$ cat src/rtl/xlat_pkg.sv
package xlat_pkg;

    typedef enum logic [1:0] {
        ACC_READ  = 2'd0,
        ACC_WRITE = 2'd1,
        ACC_EXEC  = 2'd2,
        ACC_RSVD  = 2'd3
    } acc_t;

    typedef enum logic [1:0] {
        CAUSE_NONE    = 2'd0,
        CAUSE_INVALID = 2'd1,
        CAUSE_ACCESS  = 2'd2,
        CAUSE_PRIV    = 2'd3
    } cause_t;

    typedef struct packed {
        logic rd;
        logic wr;
        logic ex;
        logic sup;
    } perm_t;

    typedef enum logic [1:0] {
        ST_IDLE    = 2'd0,
        ST_MAPPED  = 2'd1,
        ST_FAULTED = 2'd2
    } rsp_state_t;

endpackage

$ cat src/rtl/xlat_table.sv
module xlat_table
    import xlat_pkg::*;
#(
    parameter int VPN_W = 4,
    parameter int PPN_W = 20
) (
    input  logic             clk,
    input  logic             rst_n,
    input  logic             cfg_we,
    input  logic [VPN_W-1:0] cfg_idx,
    input  logic             cfg_valid,
    input  logic [PPN_W-1:0] cfg_ppn,
    input  perm_t            cfg_perm,
    input  logic [VPN_W-1:0] rd_idx,
    output logic             rd_valid,
    output logic [PPN_W-1:0] rd_ppn,
    output perm_t            rd_perm
);

    localparam int ENTRIES = 1 << VPN_W;

    logic             vld_q  [ENTRIES];
    logic [PPN_W-1:0] ppn_q  [ENTRIES];
    perm_t            perm_q [ENTRIES];

    for (genvar e = 0; e < ENTRIES; e++) begin : g_entry
        logic hit;
        assign hit = cfg_we && (cfg_idx == VPN_W'(e));

        always_ff @(posedge clk) begin
            if (!rst_n) begin
                vld_q[e]  <= 1'b0;
                ppn_q[e]  <= '0;
                perm_q[e] <= '0;
            end else if (hit) begin
                vld_q[e]  <= cfg_valid;
                ppn_q[e]  <= cfg_ppn;
                perm_q[e] <= cfg_perm;
            end
        end
    end

    assign rd_valid = vld_q[rd_idx];
    assign rd_ppn   = ppn_q[rd_idx];
    assign rd_perm  = perm_q[rd_idx];

    AST_CFG_LANDS: assert property (@(posedge clk) disable iff (!rst_n)
        cfg_we |=> (vld_q[$past(cfg_idx)] == $past(cfg_valid)
                    && ppn_q[$past(cfg_idx)] == $past(cfg_ppn)));

endmodule

$ cat src/rtl/xlat_check.sv
module xlat_check
    import xlat_pkg::*;
#(
    parameter int PPN_W = 20,
    parameter int OFF_W = 12
) (
    input  logic                   ent_valid,
    input  logic [PPN_W-1:0]       ent_ppn,
    input  perm_t                  ent_perm,
    input  logic [1:0]             acc,
    input  logic                   priv_sup,
    input  logic [OFF_W-1:0]       offset,
    output cause_t                 cause,
    output logic [PPN_W+OFF_W-1:0] paddr
);

    logic kind_ok;
    logic priv_ok;

    always_comb begin
        unique case (acc_t'(acc))
            ACC_READ:  kind_ok = ent_perm.rd;
            ACC_WRITE: kind_ok = ent_perm.wr;
            ACC_EXEC:  kind_ok = ent_perm.ex;
            default:   kind_ok = 1'b0;
        endcase
    end

    assign priv_ok = priv_sup || !ent_perm.sup;

    always_comb begin
        if (!ent_valid)
            cause = CAUSE_INVALID;
        else if (!kind_ok)
            cause = CAUSE_ACCESS;
        else if (!priv_ok)
            cause = CAUSE_PRIV;
        else
            cause = CAUSE_NONE;
    end

    assign paddr = {ent_ppn, offset};

endmodule

$ cat src/rtl/page_xlate_unit.sv
module page_xlate_unit
    import xlat_pkg::*;
#(
    parameter int VA_W  = 16,
    parameter int OFF_W = 12,
    parameter int PPN_W = 20
) (
    input  logic                        clk,
    input  logic                        rst_n,
    input  logic                        cfg_we,
    input  logic [VA_W-OFF_W-1:0]       cfg_idx,
    input  logic                        cfg_valid,
    input  logic [PPN_W-1:0]            cfg_ppn,
    input  logic                        cfg_rd,
    input  logic                        cfg_wr,
    input  logic                        cfg_ex,
    input  logic                        cfg_sup,
    input  logic                        req_valid,
    input  logic [VA_W-1:0]             req_vaddr,
    input  logic [1:0]                  req_acc,
    input  logic                        req_priv,
    output logic                        rsp_valid,
    output logic                        rsp_fault,
    output logic [1:0]                  rsp_cause,
    output logic [PPN_W+OFF_W-1:0]      rsp_paddr
);

    localparam int VPN_W = VA_W - OFF_W;
    localparam int PA_W  = PPN_W + OFF_W;

    logic             ent_valid;
    logic [PPN_W-1:0] ent_ppn;
    perm_t            ent_perm;
    perm_t            cfg_perm;
    cause_t           cause_d;
    logic [PA_W-1:0]  paddr_d;

    rsp_state_t       state_q, state_d;
    cause_t           cause_q;
    logic [PA_W-1:0]  paddr_q;

    assign cfg_perm = '{rd: cfg_rd, wr: cfg_wr, ex: cfg_ex, sup: cfg_sup};

    xlat_table #(.VPN_W(VPN_W), .PPN_W(PPN_W)) u_table (
        .clk       (clk),
        .rst_n     (rst_n),
        .cfg_we    (cfg_we),
        .cfg_idx   (cfg_idx),
        .cfg_valid (cfg_valid),
        .cfg_ppn   (cfg_ppn),
        .cfg_perm  (cfg_perm),
        .rd_idx    (req_vaddr[VA_W-1:OFF_W]),
        .rd_valid  (ent_valid),
        .rd_ppn    (ent_ppn),
        .rd_perm   (ent_perm)
    );

    xlat_check #(.PPN_W(PPN_W), .OFF_W(OFF_W)) u_check (
        .ent_valid (ent_valid),
        .ent_ppn   (ent_ppn),
        .ent_perm  (ent_perm),
        .acc       (req_acc),
        .priv_sup  (req_priv),
        .offset    (req_vaddr[OFF_W-1:0]),
        .cause     (cause_d),
        .paddr     (paddr_d)
    );

    always_comb begin
        if (!req_valid)
            state_d = ST_IDLE;
        else if (cause_d == CAUSE_NONE)
            state_d = ST_MAPPED;
        else
            state_d = ST_FAULTED;
    end

    always_ff @(posedge clk) begin
        if (!rst_n) begin
            state_q <= ST_IDLE;
            cause_q <= CAUSE_NONE;
            paddr_q <= '0;
        end else begin
            state_q <= state_d;
            cause_q <= cause_d;
            paddr_q <= paddr_d;
        end
    end

    always_comb begin
        rsp_valid = 1'b0;
        rsp_fault = 1'b0;
        rsp_cause = CAUSE_NONE;
        rsp_paddr = '0;
        unique case (state_q)
            ST_IDLE: ;
            ST_MAPPED: begin
                rsp_valid = 1'b1;
                rsp_paddr = paddr_q;
            end
            ST_FAULTED: begin
                rsp_valid = 1'b1;
                rsp_fault = 1'b1;
                rsp_cause = cause_q;
            end
            default: ;
        endcase
    end

    AST_RSP_AFTER_REQ: assert property (@(posedge clk) disable iff (!rst_n)
        req_valid |=> rsp_valid);
    AST_NO_RSP_UNASKED: assert property (@(posedge clk) disable iff (!rst_n)
        !req_valid |=> !rsp_valid);
    AST_OFFSET_KEPT: assert property (@(posedge clk) disable iff (!rst_n)
        req_valid |=> (rsp_fault
                       || rsp_paddr[OFF_W-1:0] == $past(req_vaddr[OFF_W-1:0])));
    AST_FAULT_CAUSE_SET: assert property (@(posedge clk) disable iff (!rst_n)
        rsp_fault |-> (rsp_cause != 2'd0 && rsp_paddr == '0));
    AST_OK_NO_CAUSE: assert property (@(posedge clk) disable iff (!rst_n)
        (rsp_valid && !rsp_fault) |-> rsp_cause == 2'd0);

endmodule

$ cat config.mk
export PLATFORM = sky130hd
export DESIGN_NAME = page_xlate_unit
export DESIGN_NICKNAME = d
export VERILOG_FILES = /design/src/rtl/xlat_pkg.sv /design/src/rtl/xlat_table.sv /design/src/rtl/xlat_check.sv /design/src/rtl/page_xlate_unit.sv
export SDC_FILE = /design/constraint.sdc
export NUM_CORES = 1
export LEC_CHECK = 0
export BUFFER_PORTS_ARGS = -buffer_cell sky130_fd_sc_hd__clkbuf_2
export CAP_MARGIN = 20
export CORE_ASPECT_RATIO = 0.7
export CORE_MARGIN = 5
export CORE_UTILIZATION = 56
export DETAILED_ROUTE_END_ITERATION = 12
export PLACE_DENSITY = 0.89
export SLEW_MARGIN = 20
export SYNTH_ARGS = -nofsm -noshare
export SYNTH_HDL_FRONTEND = slang
export SYNTH_SLANG_ARGS = --single-unit
$ cat constraint.sdc
create_clock -name clk -period 4.1 [get_ports clk]
set_input_delay 1.025 -clock clk [delete_from_list [all_inputs] [get_ports clk]]
set_output_delay 1.025 -clock clk [all_outputs]
set_load 0.1 [all_outputs]
==> impl_results.md <==
- Share of flip-flops with an asynchronous set or reset: 0%
- Total gr overflow: 0
- TNS Setup: 0 ns
- Mean Syn Cell Area: 15.6 µm²
- Wirelength per Cell: 27.9 µm
- Max-cap violations: 0
- Place WS: 0.854 ns
- Initial antenna violation count: 4
- Peak Freq: 0.278 GHz
- Pwr dens: 451 mW/mm²
- Total GRT Usage: a little over a quarter
- Die W: approximately 230 µm
- # setup viols final: 0
- Clock Latency Late Sink: between 0.5 and 0.6 ns
- Area growth syn-to-layout: 13.8%
- Routed Antenna Nets: 0
- Initial DRT Pass Iterations: 6
- Data required time of the worst path: roughly 3.1 ns
- Max Used Layer: met4
- Final Wtd Congestion: 0.851
- Max VDD drop: 283 µV
- Initial core utilization: 57.2%
- Crit path max fanout: 20
- Slew HR: 39.7%
- Min Tclk post-route: 3.60 ns
- # fillers: 2,171
- Critical path's top delay family: buffers and inverters
- Crit-path slowest cell: ha_1
- WS Path Type: flop to primary output
- Crit share post-route: between 80 and 90%
- DR vias: 11,400
- WL met3: roughly 5700 µm
- Unique masters post-synth: 32
- Nets: approximately 1,400
- Total Wirelength: 50,600 µm
- Post-CTS Hold Fix Bufs: 0
- Final WS setup: ~0.5 ns
- Setup crit end kind: primary output
- Vias per Instance: around 6.3
- CTS root buffer: clkbuf_16
- First-pass GRT wire length: approximately 75,000 µm
- Sink Count: 436
- Die area: 0.0383 mm²
- CTS clk-pin slew, worst paths: approximately 0.060 ns
- Wire length on met2: 24,400 µm
- Sequential cell area: 0.0127 mm²
- Tot Pwr: 9.91 mW
- LEAKAGE: 7.86 nW
- Longest Clk Path Bufs: 3
- Mapped Area: just under 0.02 mm²
- Largest net degree at the start of global routing: 37
- Ys Warns: 0
- Boundary pin count: 88
- # DRC: 0
- Critical Path Max Stage Delay: 0.74 ns
- Cells along the critical path: inv_1 > ha_1 > buf_4 > and2_1 > clkbuf_2
- 1st-iter DRT viols: between 1,500 and 2,000
- #FFs+latches synth: between 400 and 500
- Multi-input logic area: 0.00634 mm²
- Outcome: finished, final reports clean
- Worst Path Arrival: roughly 2.6 ns
- Post-synth EDFFs: 399
- Final Slew Violations: 0
- Post-Syn Instances: 1,234
- DP Wirelength: 30,200 µm
- Seq/Total Area, Yosys: between 60% and 70%
- Post-CTS sizing: 0
- H-Tree Depth: 2
- Slew @ Worst Pin: 0.905 ns
- Main synth FF type: edfxtp_1
- Mapped Nets: 1,288
- CP startpoint kind: flop
- Buf/Inv on CP: 3
- RSZ-0062 raised after global routing: no
- Vias in the first global route: 11,700
- M1 wire length: 18,000 µm
- Row Count: 56
- Share of cells above drive strength 1: 25.3%
- Die height: 165 µm
- CTS tree: built
- Port buffer count: 87
- Inserted Clock Buffers: ~40
- Final Hold Fails: 0
- Placeable Area: about 0.034 mm²
- Worst hold path type: flop to flop
- Worst Clk Skew: between 0.015 and 0.02 ns
- Setup bufs post-CTS: 0
==> cell families (layout without fill, tap and decap cells) <==
group / after synthesis / after routing / synth area share (%)
AND/OR/NAND/NOR: 518 / 518 / 16.4
flip-flops: 436 / 436 / 65.9
other: 0 / 5 / 0
adder cells (fa/ha/maj): 2 / 2 / 0.130
buffers and inverters: 105 / 217 / 2.38
AO/OA/AOI/OAI: 44 / 44 / 1.54
multiplexers: 129 / 129 / 13.6
==> synth_stat cells (6+ instances only) <==
cell	count	area [µm²]
clkbuf_1	78	293
nand2_1	10	37.5
o21ai_0	17	85.1
dfxtp_1	37	741
a221oi_1	6	52.6
nor2_1	21	78.8
and2_1	465	2910
buf_2	10	50.1
edfxtp_1	399	12000
buf_6	7	78.8
nor2b_1	7	43.8
a2111oi_0	6	52.6
mux2i_1	21	210
mux4_2	107	2410
inv_1	8	30.0
a211oi_1	6	45.0
==> area by class of cell <==
cell class | count | share of cell area [%]
Multi-Input combinational cell | 693 | 28.9
Clock inverter | 21 | 1.01
Timing Repair Buffer | 133 | 4.16
Tap cell | 464 | 2.64
Sequential cell | 436 | 57.9
Inverter | 8 | 0.137
Antenna cell | 5 | 0.0570
Clock buffer | 55 | 5.20
==> through the flow <==
stage / utilization, % / std cells / hold slack, ns / instance area (µm²)
floorplan: - / 1234 / 0.442 / 19300
global placement: 61.0 / 1734 / 0.457 / 20600
detailed placement: 61.0 / 1734 / 0.462 / 20600
CTS: 65.0 / 1810 / 0.471 / 22000
global route: 65.0 / 1812 / 0.498 / 22000
finish: 65.0 / 1815 / 0.476 / 22000
==> placed cells by master (no fill, tap or decap), types with 4 or more instances in the layout <==
cell,instances
nand3_1,4
buf_12,10
a2111oi_0,6
nor2b_1,7
nand3b_1,4
clkbuf_16,43
a221oi_1,6
a211oi_1,6
mux4_2,107
clkbuf_2,84
inv_1,8
clkbuf_1,10
clkinv_2,9
diode_2,5
buf_4,37
nor2_2,16
edfxtp_1,399
dfxtp_1,37
nand2_1,10
and2_1,465
nor2_1,5
bufinv_16,4
o21ai_4,16
mux2i_1,21
==> worst min-delay path, stage by stage (launching register included) <==
cell     delay [ns]
dfxtp_1        0.31
inv_1          0.05
o21ai_0        0.07
==> power breakdown <==
group / total [mW] / switching [mW] / internal, mW
Sequential: 5.23 / 0.105 / 5.12
Clock: 3.90 / 1.68 / 2.23
Combinational: 0.783 / 0.467 / 0.316
Total: 9.91 / 2.25 / 7.66
==> flip-flops by register name (all words and copies together), names as in the netlist <==
name            count
cause_q             2
u_table.perm_q     64
paddr_q            32
state_q             2
u_table.ppn_q     320
u_table.vld_q      16
==> routing by layer <==
metal	GRT usage (%)	vias up
li1	-	4664
met1	34.8	5699
met2	43.5	885
met3	6.60	175
met4	12.2	0
met5	0	-
==> final timing paths <==
check / startpoint / endpoint / slack (ns) / cells after the start
hold / removal: u_table.vld_q[8] / u_table.vld_q[8] / 0.48 / 2
setup reg to reg: u_table.perm_q[8][0] / cause_q[0] / 2.28 / 6
setup / recovery: state_q[1] / rsp_paddr[3] / 0.50 / 5
hold reg to reg: u_table.vld_q[8] / u_table.vld_q[8] / 0.48 / 2
(Power assumes the default switching activity.)
